==> config.mk <==
export PLATFORM = sky130hd
export DESIGN_NAME = bitplane_plot
export DESIGN_NICKNAME = d
export VERILOG_FILES = /design/src/rtl/plot_pkg.sv /design/src/rtl/plot_setup.sv /design/src/rtl/plot_seq.sv /design/src/rtl/bitplane_plot.sv
export SDC_FILE = /design/constraint.sdc
export NUM_CORES = 1
export LEC_CHECK = 0
export BUFFER_PORTS_ARGS = -buffer_cell sky130_fd_sc_hd__buf_2
export CORE_ASPECT_RATIO = 0.7
export CORE_MARGIN = 5
export CORE_UTILIZATION = 46
export CTS_CLUSTER_SIZE = 28
export DETAILED_ROUTE_END_ITERATION = 12
export PLACE_DENSITY = 0.85
export SYNTH_ARGS = -nofsm -noshare
export SYNTH_HDL_FRONTEND = slang
export SYNTH_SLANG_ARGS = --single-unit
==> constraint.sdc <==
create_clock -name clk -period 2.8 [get_ports clk]
set_input_delay 0.42 -clock clk [delete_from_list [all_inputs] [get_ports clk]]
set_output_delay 0.42 -clock clk [all_outputs]
set_load 0.02 [all_outputs]
==> src/rtl/plot_pkg.sv <==
package plot_pkg;
  typedef enum logic [1:0] {ST_IDLE, ST_RD, ST_WR, ST_FIN} seq_st_e;

  // single set bit for pixel column within a byte, pixel 0 is the MSB
  function automatic logic [7:0] bit_mask(input logic [2:0] col);
    return 8'h80 >> col;
  endfunction

  // byte offset of plane k from the tile row address
  function automatic logic [5:0] plane_ofs(input logic [2:0] k);
    return {k[2:1], 3'b000, k[0]};
  endfunction

  function automatic logic [3:0] plane_count(input logic [1:0] depth);
    case (depth)
      2'd0:    return 4'd2;
      2'd1:    return 4'd4;
      default: return 4'd8;
    endcase
  endfunction

  function automatic logic [7:0] pick_color(input logic [7:0] color,
                                            input logic dith, input logic two_bit,
                                            input logic parity);
    if (dith && two_bit && parity) return {4'h0, color[7:4]};
    return color;
  endfunction

  function automatic logic skip_px(input logic [7:0] col, input logic opaque,
                                   input logic full_test, input logic eight_bit);
    if (opaque) return 1'b0;
    if (eight_bit && full_test) return col == 8'h00;
    return col[3:0] == 4'h0;
  endfunction
endpackage

==> src/rtl/plot_setup.sv <==
module plot_setup
  import plot_pkg::*;
#(
  parameter int AW = 16
) (
  input  logic [2:0]    x_lo,
  input  logic [2:0]    y_lo,
  input  logic [AW-1:0] row_base,
  input  logic [AW-1:0] col_off,
  input  logic [7:0]    color,
  input  logic          opaque,
  input  logic          dith,
  input  logic          full_test,
  input  logic [1:0]    depth,
  output logic [AW-1:0] tile,
  output logic [7:0]    mask,
  output logic [7:0]    eff_col,
  output logic          skip,
  output logic [3:0]    nplanes
);
  logic two_bit, eight_bit, parity;

  assign two_bit   = (depth == 2'd0);
  assign eight_bit = depth[1];
  assign parity    = x_lo[0] ^ y_lo[0];

  assign tile    = row_base + col_off + AW'({y_lo, 1'b0});
  assign mask    = bit_mask(x_lo);
  assign eff_col = pick_color(color, dith, two_bit, parity);
  assign skip    = skip_px(eff_col, opaque, full_test, eight_bit);
  assign nplanes = plane_count(depth);
endmodule

==> src/rtl/plot_seq.sv <==
module plot_seq
  import plot_pkg::*;
#(
  parameter int AW = 16
) (
  input  logic          clk,
  input  logic          rst_n,
  input  logic          start,
  input  logic          skip,
  input  logic [3:0]    nplanes,
  input  logic [AW-1:0] tile,
  input  logic [7:0]    mask,
  input  logic [7:0]    color,
  input  logic [7:0]    rdata,
  output logic [AW-1:0] addr,
  output logic          rd,
  output logic          wr,
  output logic [7:0]    wdata,
  output logic          done,
  output logic          busy,
  output logic          last_wr
);
  seq_st_e       st_q;
  logic [2:0]    k_q;
  logic [3:0]    n_q;
  logic [AW-1:0] tile_q;
  logic [7:0]    mask_q, col_q;

  assign rd      = (st_q == ST_RD);
  assign wr      = (st_q == ST_WR);
  assign done    = (st_q == ST_FIN);
  assign busy    = rd | wr;
  assign addr    = tile_q + AW'(plane_ofs(k_q));
  assign wdata   = col_q[k_q] ? (rdata | mask_q) : (rdata & ~mask_q);
  assign last_wr = wr && ({1'b0, k_q} == n_q - 4'd1);

  always_ff @(posedge clk) begin
    if (!rst_n) begin
      st_q   <= ST_IDLE;
      k_q    <= '0;
      n_q    <= '0;
      tile_q <= '0;
      mask_q <= '0;
      col_q  <= '0;
    end else begin
      case (st_q)
        ST_RD: st_q <= ST_WR;
        ST_WR: begin
          if (last_wr) st_q <= ST_FIN;
          else begin
            k_q  <= k_q + 3'd1;
            st_q <= ST_RD;
          end
        end
        default: st_q <= ST_IDLE;
      endcase
      if (start && !busy) begin
        tile_q <= tile;
        mask_q <= mask;
        col_q  <= color;
        n_q    <= nplanes;
        k_q    <= '0;
        st_q   <= skip ? ST_FIN : ST_RD;
      end
    end
  end


  wr_follows_rd_chk: assert property (@(posedge clk) disable iff (!rst_n)
    wr |-> ($past(rd) && $stable(addr)));

  masked_write_chk: assert property (@(posedge clk) disable iff (!rst_n)
    wr |-> (((wdata ^ rdata) & ~mask_q) == 8'h00));

  done_pulse_chk: assert property (@(posedge clk) disable iff (!rst_n)
    (done && !start) |=> !done);

  strobe_excl_chk: assert property (@(posedge clk) disable iff (!rst_n)
    rd |=> !rd);
endmodule

==> src/rtl/bitplane_plot.sv <==
module bitplane_plot
  import plot_pkg::*;
#(
  parameter int AW = 16,
  parameter int XW = 8,
  parameter int YW = 8,
  parameter int HW = 9
) (
  input  logic          clk,
  input  logic          rst_n,
  input  logic          req_i,
  input  logic [XW-1:0] x_i,
  input  logic [YW-1:0] y_i,
  input  logic [AW-1:0] row_base_i,
  input  logic [AW-1:0] col_off_i,
  input  logic [7:0]    color_i,
  input  logic [4:0]    opt_i,
  input  logic [1:0]    depth_i,
  input  logic [HW-1:0] native_height_i,
  output logic          busy_o,
  output logic          done_o,
  output logic [XW-1:0] x_o,
  output logic [HW-1:0] eff_height_o,
  output logic [AW-1:0] mem_addr_o,
  output logic          mem_rd_o,
  output logic          mem_wr_o,
  output logic [7:0]    mem_wdata_o,
  input  logic [7:0]    mem_rdata_i
);
  localparam logic [HW-1:0] SPRITE_H = HW'(256);

  logic [AW-1:0] tile;
  logic [7:0]    mask, eff_col;
  logic          skip, accept, last_wr;
  logic [3:0]    nplanes;
  logic [XW-1:0] x_q;
  logic          unused_bits;

  assign unused_bits  = ^{opt_i[3:2], y_i[YW-1:3]};
  assign accept       = req_i && !busy_o;
  assign eff_height_o = opt_i[4] ? SPRITE_H : native_height_i;

  plot_setup #(.AW(AW)) setup_i (
    .x_lo(x_i[2:0]), .y_lo(y_i[2:0]), .row_base(row_base_i), .col_off(col_off_i),
    .color(color_i), .opaque(opt_i[0]), .dith(opt_i[1]), .full_test(opt_i[4]),
    .depth(depth_i), .tile(tile), .mask(mask), .eff_col(eff_col), .skip(skip),
    .nplanes(nplanes)
  );

  plot_seq #(.AW(AW)) seq_i (
    .clk(clk), .rst_n(rst_n), .start(req_i), .skip(skip), .nplanes(nplanes),
    .tile(tile), .mask(mask), .color(eff_col), .rdata(mem_rdata_i),
    .addr(mem_addr_o), .rd(mem_rd_o), .wr(mem_wr_o), .wdata(mem_wdata_o),
    .done(done_o), .busy(busy_o), .last_wr(last_wr)
  );

  always_ff @(posedge clk) begin
    if (!rst_n) begin
      x_q <= '0;
      x_o <= '0;
    end else begin
      if (accept) x_q <= x_i;
      if (accept && skip) x_o <= x_i + XW'(1);
      else if (last_wr)   x_o <= x_q + XW'(1);
    end
  end


  skip_done_chk: assert property (@(posedge clk) disable iff (!rst_n)
    (accept && skip) |=> (done_o && !mem_rd_o && !mem_wr_o));

  x_step_chk: assert property (@(posedge clk) disable iff (!rst_n)
    $rose(done_o) |-> (x_o == x_q + XW'(1)));
endmodule

; ---- Yosys cells after proc, flatten, opt, wreduce, memory -nomap -nowiden
; Cells that the tools add are included.
[word_totals]
register_bits = 57
inputBits = 83
out_inout_bits = 45
elab_cells = 63
[op_classes]
add_sub_neg = 7
n_lt_le_gt_ge = 1
eq_ne = 5
n_shift = 1
mux = 21
bitwise_logic = 7
reduce_logical = 13
[op_table]
columns = op, count
row1 = 2-to-1 mux 8 bit, 5
row2 = adder 16 bit, 1
row3 = adder 16 x 4 -> 16 bit, 1
row4 = adder 16 x 6 -> 16 bit, 1
row5 = "adder 8 x 1 -> 8 bit, second input constant", 2
row6 = 2-to-1 mux 1 bit, 9
row7 = 2-to-1 mux 9 bit, 1
row8 = bitwise AND 8 bit, 1
row9 = zero test 8 bit, 1
row10 = NOT 8 bit, 1
row11 = OR 8 bit, 1
row12 = case mux 4 bit (2 select lines), 1
row13 = ">> shifter 8 x 3 -> 8 bit, first input constant", 1
row14 = logical AND 1 bit, 6
row15 = 2-to-1 mux 2 bit, 3
row16 = "== test 2 x 1 -> 1 bit, second input constant", 2
row17 = "== test 2 bit, second input constant", 2
row18 = == test 3 x 4 -> 1 bit, 1
row19 = zero test 4 bit, 1
row20 = "< comparator 3 x 4 -> 1 bit, second input constant", 1
row21 = case mux 2 bit (2 select lines), 1
row22 = "subtractor 4 x 1 -> 4 bit, second input constant", 1
row23 = "adder 3 x 1 -> 3 bit, second input constant", 1
row24 = binary-select mux 1 bit (select 3 bit), 1
row25 = other kinds (8), 9

; ---- Depth between registers and ports, before layout
; Gate-level depths: netlist of the first run.
[logic_depth]
word_depth = 11
depth_mapped = 12
ltp_nobuf = 11

; ---- Hierarchy
; From an unflattened synthesis of the first run, not the netlist that was laid out.
[hier_totals]
hier_cells = 515
hier_area_um2 = 4265.3
[modules_own_cells]
columns = mod, instances, cells_per_inst, area_each_um2, seq_area_each_um2
row1 = plot_seq, 1, 254, 2072.0, 820.8
row2 = plot_setup, 1, 141, 1212.4, 0.0
row3 = bitplane_plot, 1, 120, 980.9, 320.3

; ---- Worst setup path before layout of the first run
; Ideal clock, no wire load.
[synth_timing]
kind = input-to-reg
startpoint = input y_i[0]
endpoint = register seq_i.tile_q[11]
setup_ns = 0.122
arrival_time_ns = 2.560
t_required_ns = 2.678
setup_slack_ns = 0.118
stages = 10
path_buffers = 0
path_cell_list = fa_1 -> ha_1 -> inv_1 -> fa_1 -> nor2b_1 -> o21bai_1 -> a31oi_1 -> o211a_1 -> nor3_1 -> a311o_1
[synth_via]
elab_chain_cells = 1
[synth_rtl]
columns = item, line
row1 = from (decl), bitplane_plot.sv:13  ; input logic [YW-1:0] y_i,
row2 = adder 16 x 4 -> 16 bit, plot_setup.sv:27  ; assign tile = row_base + col_off + AW'({y_lo, 1'b0});
row3 = to (signal assigned), plot_seq.sv:58  ; tile_q <= tile;
row4 = to (decl), plot_seq.sv:26  ; logic [AW-1:0] tile_q;
; Every way passes these cells.
; A chain may end at the register's enable or synchronous reset.

; ---- Worst setup path in the final report of the first run
; Ends and elaborated chain as after synthesis.

==> results of run 1 <==
timing repair:
action | CTS | global route
gates resized for setup | 0 | 1
hold buffers | 0 | 0
endpoints found under the setup margin | 0 | 3
how the worst max path moves through the flow:
stage	end	start	cells after the start
3_3_place_gp	seq_i.tile_q[11]$_SDFFE_PN0P_	y_i[0]	12
4_1_cts	seq_i.tile_q[11]$_SDFFE_PN0P_	y_i[0]	12
3_5_place_dp	seq_i.tile_q[11]$_SDFFE_PN0P_	y_i[0]	12
2_1_floorplan	seq_i.tile_q[11]$_SDFFE_PN0P_	y_i[0]	10
5_1_grt	seq_i.tile_q[11]$_SDFFE_PN0P_	y_i[0]	12
6_report	seq_i.tile_q[11]$_SDFFE_PN0P_	y_i[0]	12
state kept, by name (all words and copies together) (netlist names):
| register | count |
|---|---|
| seq_i.st_q | 2 |
| seq_i.n_q | 3 |
| x_q | 8 |
| seq_i.tile_q | 16 |
| x_o | 8 |
| seq_i.k_q | 3 |
| seq_i.col_q | 8 |
| seq_i.mask_q | 8 |
per-stage QoR:
step	TNS, ns	instances	instance area, um^2	hold WS (ns)
floorplan	0	466	3810	0.429
global placement	-0.222	683	4570	0.437
detailed placement	-0.640	683	4570	0.454
CTS	0	689	4730	0.388
global route	-0.0657	689	4730	0.407
finish	0	689	4730	0.390
cell families (layout without fill, tap and decap cells):
family | after synthesis | after routing | share of synthesized area, %
simple gates | 178 | 178 | 22.2
compound gates | 112 | 112 | 19.4
flops | 56 | 56 | 29.4
fa+ha+maj | 40 | 40 | 13.9
buf+inv | 35 | 157 | 3.58
xor+xnor | 34 | 34 | 7.82
mux | 11 | 11 | 3.68
synth_stat cells, drive strengths merged, types with 2 or more instances:
| cell type | instances | area, um^2 |
|---|---|---|
| a211o | 2 | 18.8 |
| a211oi | 9 | 67.6 |
| a21boi | 2 | 15.0 |
| a21o | 4 | 31.3 |
| a21oi | 50 | 250 |
| a22oi | 2 | 15.0 |
| a311oi | 5 | 43.8 |
| and2 | 2 | 12.5 |
| and3 | 7 | 43.8 |
| and4 | 2 | 17.5 |
| buf | 2 | 12.5 |
| clkbuf | 17 | 63.8 |
| dfxtp | 56 | 1120 |
| fa | 4 | 80.1 |
| ha | 36 | 450 |
| inv | 16 | 60.1 |
| mux2 | 4 | 45.0 |
| mux2i | 5 | 50.1 |
| mux4 | 2 | 45.0 |
| nand2 | 64 | 240 |
| nand2b | 3 | 18.8 |
| nand3 | 22 | 110 |
| nand3b | 2 | 15.0 |
| nand4 | 4 | 25.0 |
| nand4b | 2 | 17.5 |
| nor2 | 39 | 146 |
| nor2b | 10 | 62.6 |
| nor3 | 8 | 40.0 |
| nor3b | 2 | 15.0 |
| nor4 | 2 | 12.5 |
| nor4b | 2 | 17.5 |
| o211a | 2 | 20.0 |
| o211ai | 3 | 22.5 |
| o21a | 4 | 30.0 |
| o21ai | 13 | 65.1 |
| or3 | 5 | 36.3 |
| xnor2 | 15 | 131 |
| xor2 | 19 | 166 |
where the power goes:
part,internal [uW],switching [uW]
Combinational,278,369
Sequential,849,49.9
Clock,412,265
Total,1540,685
final cells by class:
| class | instances | share of cell area, % |
|---|---|---|
| Clock buffer | 5 | 2.64 |
| Clock inverter | 1 | 0.635 |
| Inverter | 16 | 1.27 |
| Multi-Input combinational cell | 375 | 54.0 |
| Sequential cell | 56 | 23.7 |
| Tap cell | 101 | 2.67 |
| Timing Repair Buffer | 135 | 15.1 |
worst max-delay path: cells and delay by family:
kind	cells	cell delay [ns]
simple gates	1	0.08
fa+ha+maj	3	0.92
buf+inv	3	0.37
compound gates	5	1.11
layer usage:
layer / part of all wire (%) / up-vias
li1: - / 1908
met1: 44 / 1780
met2: 46 / 180
met3: 8.9 / 22
met4: 1.6 / 0
met5: 0 / -
==> impl_metrics.csv, run 1 <==
group,metric,value,unit
place,dp_slack,-0.173,ns
power_and_ir_drop,leakagePower,0.00225,uW
critical_path,worst_path_max_delay_cell,"fa_1",
timing,period_utilization,97.0,%
worst_hold_path,hold_path_depth,3,
global_routing,global_route.usage.total,19.9,%
critical_path,regToRegSetupSlack,0.23,ns
worst_hold_path,worst_min_path_start,"x_i[7]",
global_routing,grt-ovfl-total,0,
finish,final_layout_size_suffix_gt1_share,26.7,%
logic_synthesis,synth_sequential_area_ratio,29.4,%
finish,regArea,0.00112,mm^2
drt,post-route-drc-count,0,
timing,postLayoutSetupSlackWorst,0.0841,ns
critical_path,cp-start-kind,"primary input",
finish,multi_input_area,0.00255,mm^2
critical_path,sequence_of_cells_on_the_critical_path,"buf_2 > fa_1 > ha_1 > inv_1 > fa_1 > nor2b_2 > o21bai_1 > a31oi_1 > buf_4 > o211a_1 > o2111a_1 > a311o_1",
floorplan,io_pins,128,
critical_path,path_max_fanout,4,
finish,layout_common_cells,"buf_2 (120), nand2_1 (64), dfxtp_1 (56), a21oi_1 (50), nor2_1 (39)",
floorplan,fp.dieArea,0.0102,mm^2
clock_network,cts-htree-levels,2,
clock_network,postCtsSetupBuffers,0,
critical_path,critical-path-max-stage-delay,0.47,ns
timing,tightest_slew,0.837,ns
clock_network,clock-root-buffer,"clkbuf_16",
clock_network,clkTransAtPathRegs,0.07,ns
drt,number_of_vias_per_cell_after_detailed_routing,5.65,
logic_synthesis,syn_inst,466,
finish,layout.cells.most_common,"buf_2",
status,outcome,"finished clean",
timing,min_period,2.72,ns
logic_synthesis,synthesized_cell_area,0.00381,mm^2
critical_path,critical_r2r_capture,"x_o[6]$_SDFFE_PN0P_",
place,place.detailed.hpwl,8.39,mm
power_and_ir_drop,powerDensity,470,mW/mm^2
timing,worst_clk_skew,0.00835,ns
place,io_buffer_count,120,
finish,area.growth.synth_to_final,24.2,%
clock_network,buffer_depth_of_the_longest_clock_path,2,
logic_synthesis,syn_nets,589,
timing,max_freq,368,MHz
finish,finish.utilization,59.3,%
critical_path,regToRegStartpoint,"seq_i.st_q[0]$_SDFF_PN0_",
logic_synthesis,postSynthRegisterBits,56,
critical_path,worstSetupPathType,"in2reg",
global_routing,grt_pass1_vias,3900,
critical_path,critPathArrivalTime,2.89,ns
drt,dr.first_iter.drc_count,311,
floorplan,chipHeight,86.1,um
logic_synthesis,synth_ff_type,"dfxtp_1",
timing,finalHoldViolCount,0,
floorplan,std_cell_rows,27,
logic_synthesis,yosysUniqueCellTypes,62,
floorplan,floorplan.initialDensity,47.8,%
clock_network,tritoncts,"done",
global_routing,gr-usage-met3,5.41,%
run,max_cap_viol_count,0,
logic_synthesis,synth_edf_count,0,
logic_synthesis,post_synth.cell_area_avg,8.18,um^2
worst_hold_path,holdPathEnd,"x_q[7]$_SDFFE_PN0P_",
finish,layout.nets,712,
finish,fillerInstances,726,
finish,antenna_cells,0,
global_routing,grt.busiest_layer,"met2",
floorplan,core,0.00797,mm^2
clock_network,clkSinkCount,56,
critical_path,path_common_cell,"fa_1",
place,gp_routability_congestion,0.959,
power_and_ir_drop,total_power,2220,uW
global_routing,grt_max_degree,46,
worst_hold_path,hold_path_class,"in2reg",
global_routing,groute.layer.met2.usage,33.6,%
critical_path,worstPathRequired,2.97,ns
drt,drt-pass1-iter-count,5,
power_and_ir_drop,ir_worst_vdd,0.281,mV
clock_network,cts-buffers-inserted,5,
critical_path,worst_r2r_path_depth,11,
logic_synthesis,ys_warnings,0,
global_routing,grt_first_pass_wirelength,17.2,mm
drt,finalWirelength,10.5,mm
clock_network,clock_insertion_delay_at_the_later_pin_of_the_skew_report,0.29,ns
drt,num_vias,3890,
drt,antenna_violating_nets_post_route,0,
critical_path,cp-end-kind,"register",
global_routing,groute.layer.met1.usage,25.1,%
drt,post_drt_wl_per_cell,15.3,um
timing,slew-limit-headroom,43.5,%
logic_synthesis,asyncSetResetFlopFracSynth,0,%
timing,slew_violations,0,
floorplan,floorplan.die.width,119,um
global_routing,grt_antenna_before_repair,0,
timing,finalSetupViolations,0,
Note: power is estimated with default switching activity, not from simulation.
==> run 2: changes to the inputs <==
- CORE_UTILIZATION: 46 -> 55
- PLACE_DENSITY: 0.85 -> 0.94
- clock period: 2.8 -> 3.2 ns (I/O delays scaled with it)
==> impl_metrics.csv, run 2 (synthesis results as in run 1) <==
group,metric,value,unit
status,outcome,"finished clean",
clock_network,clock-root-buffer,"clkbuf_8",
drt,num_vias,3851,
finish,most_flop_heavy_register,"seq_i.tile_q",
critical_path,regToRegSetupSlack,0.58,ns
timing,min_period,2.82,ns
drt,finalWirelength,9.93,mm
critical_path,critPathArrivalTime,2.34,ns
floorplan,floorplan.initialDensity,56.4,%
place,gp_routability_congestion,0.882,
worst_hold_path,hold_path_class,"in2reg",
floorplan,io_pins,128,
power_and_ir_drop,leakagePower,0.00220,uW
timing,final_layout_setup_total_negative_slack,0,ns
place,place.detailed.hpwl,7.84,mm
power_and_ir_drop,switchingPower,583,uW
timing,postLayoutSetupSlackWorst,0.383,ns
drt,dr.first_iter.drc_count,260,
finish,largest_reg_flops,16,
finish,area.growth.synth_to_final,21.6,%
floorplan,floorplan.die.width,109,um
clock_network,cts-htree-levels,2,
power_and_ir_drop,comb_power_share,29.6,%
place,dp_slack,0.164,ns
timing,slew_violations,0,
critical_path,cp-end-kind,"output port",
clock_network,cts-buffers-inserted,5,
drt,post_drt_wl_per_cell,14.7,um
worst_hold_path,holdPathEnd,"x_q[7]$_SDFFE_PN0P_",
timing,worst_clk_skew,0.00942,ns
clock_network,clkTransAtPathRegs,0.10,ns
power_and_ir_drop,ir_worst_vdd,0.247,mV
clock_network,postCtsSetupBuffers,0,
floorplan,fp.dieArea,0.00872,mm^2
critical_path,cp-startpoint,"seq_i.k_q[0]$_SDFFE_PP0P_",
finish,layout_common_cells,"buf_2 (120), nand2_1 (64), dfxtp_1 (56), a21oi_1 (50), nor2_1 (39)",
power_and_ir_drop,total_power,1870,uW
global_routing,grt-ovfl-total,0,
power_and_ir_drop,powerDensity,404,mW/mm^2
timing,slew-limit-headroom,37.9,%
global_routing,grt_antenna_before_repair,0,
finish,antenna_cells,0,
run,max_cap_viol_count,0,
place,detailed_place.area,0.00450,mm^2
critical_path,worst_r2r_path_depth,11,
clock_network,clkSinkCount,56,
timing,period_utilization,88.0,%
critical_path,path_max_fanout,7,
power_and_ir_drop,clockPowerShare,28.4,%
place,io_buffer_count,120,
worst_hold_path,hold_path_depth,3,
finish,final_layout_size_suffix_gt1_share,25.6,%
floorplan,core,0.00676,mm^2
clock_network,cts_resized,0,
global_routing,global_route.usage.total,22.7,%
worst_hold_path,worst_min_path_start,"x_i[7]",
clock_network,buffer_depth_of_the_longest_clock_path,2,
global_routing,grt_max_degree,47,
power_and_ir_drop,internal_power,1290,uW
floorplan,chipHeight,79.6,um
drt,drt-pass1-iter-count,5,
global_routing,grt_pass1_vias,3693,
drt,post-route-drc-count,0,
critical_path,regToRegStartpoint,"seq_i.st_q[0]$_SDFF_PN0_",
clock_network,cts_hold_buffers,0,
timing,rsz_0062_raised_after_global_routing,"no",
critical_path,worstPathRequired,2.72,ns
timing,finalHoldViolCount,0,
drt,antenna_violating_nets_post_route,0,
power_and_ir_drop,power_share_of_the_sequential_group,42.0,%
finish,finish.utilization,68.6,%
global_routing,grt_first_pass_wirelength,16.2,mm
clock_network,clock_insertion_delay_at_the_later_pin_of_the_skew_report,0.31,ns
floorplan,std_cell_rows,25,
power_and_ir_drop,switching_share,31.2,%
critical_path,critical_r2r_capture,"x_o[6]$_SDFFE_PN0P_",
critical_path,cp-start-kind,"register",
clock_network,tritoncts,"done",
finish,layout.nets,704,
timing,max_freq,355,MHz
finish,finish.instance_area,0.00463,mm^2
timing,tightest_slew,0.920,ns
timing,finalSetupViolations,0,
finish,layout.cells.most_common,"buf_2",
drt,number_of_vias_per_cell_after_detailed_routing,5.71,
critical_path,worstSetupPathType,"reg2out",
-- run 2: worst max-delay path by stage --
stage / end / slack (ns) / cells past startpoint
6_report: mem_addr_o[12] / 0.38 / 8
5_1_grt: mem_addr_o[12] / 0.16 / 8
4_1_cts: mem_addr_o[12] / 0.38 / 8
3_5_place_dp: seq_i.tile_q[11]$_SDFFE_PN0P_ / 0.16 / 12
3_3_place_gp: seq_i.tile_q[11]$_SDFFE_PN0P_ / 0.23 / 12
2_1_floorplan: seq_i.tile_q[11]$_SDFFE_PN0P_ / 0.46 / 10
-- run 2: final cells by class --
cell class              instances  area [um^2]
inverters                      16         60.1
fillers                       592         2120
clock inverters                 2         60.1
multi-input cells             375         2550
well taps                      94          118
flip-flops and latches         56         1120
clock buffers                   5         68.8
repair buffers                127          653
-- run 2: power by group through the flow --
stage / combinational [uW] / sequential [uW] / clock (uW)
after global placement: 524 / 797 / 0
final: 553 / 786 / 532
after CTS: 552 / 785 / 540
after global routing: 614 / 792 / 570
after floorplan: 376 / 790 / 0
after detailed placement: 548 / 800 / 0
-- run 2: worst max-delay path: stages, from the launching register on --
cell     delay [ns]
dfxtp_1        0.41
ha_1           0.23
ha_1           0.22
a41o_1         0.26
a21oi_1        0.32
nor2_1         0.17
nand3_1        0.13
xnor2_1        0.11
buf_2          0.18
-- run 2: metrics by stage --
stage,hold WS (ns),std cells
after floorplan,0.429,466
after global placement,0.437,668
after detailed placement,0.445,668
after CTS,0.420,675
after global routing,0.426,675
final,0.420,675
-- run 2: routing by layer --
layer  up-vias  share of wire, %  GRT usage, %
met5         -                 0             0
met4         0              0.84          4.86
met3         9               7.6          4.77
met2       146                47          37.2
met1      1805                45          30.7
li1       1891                 -             -
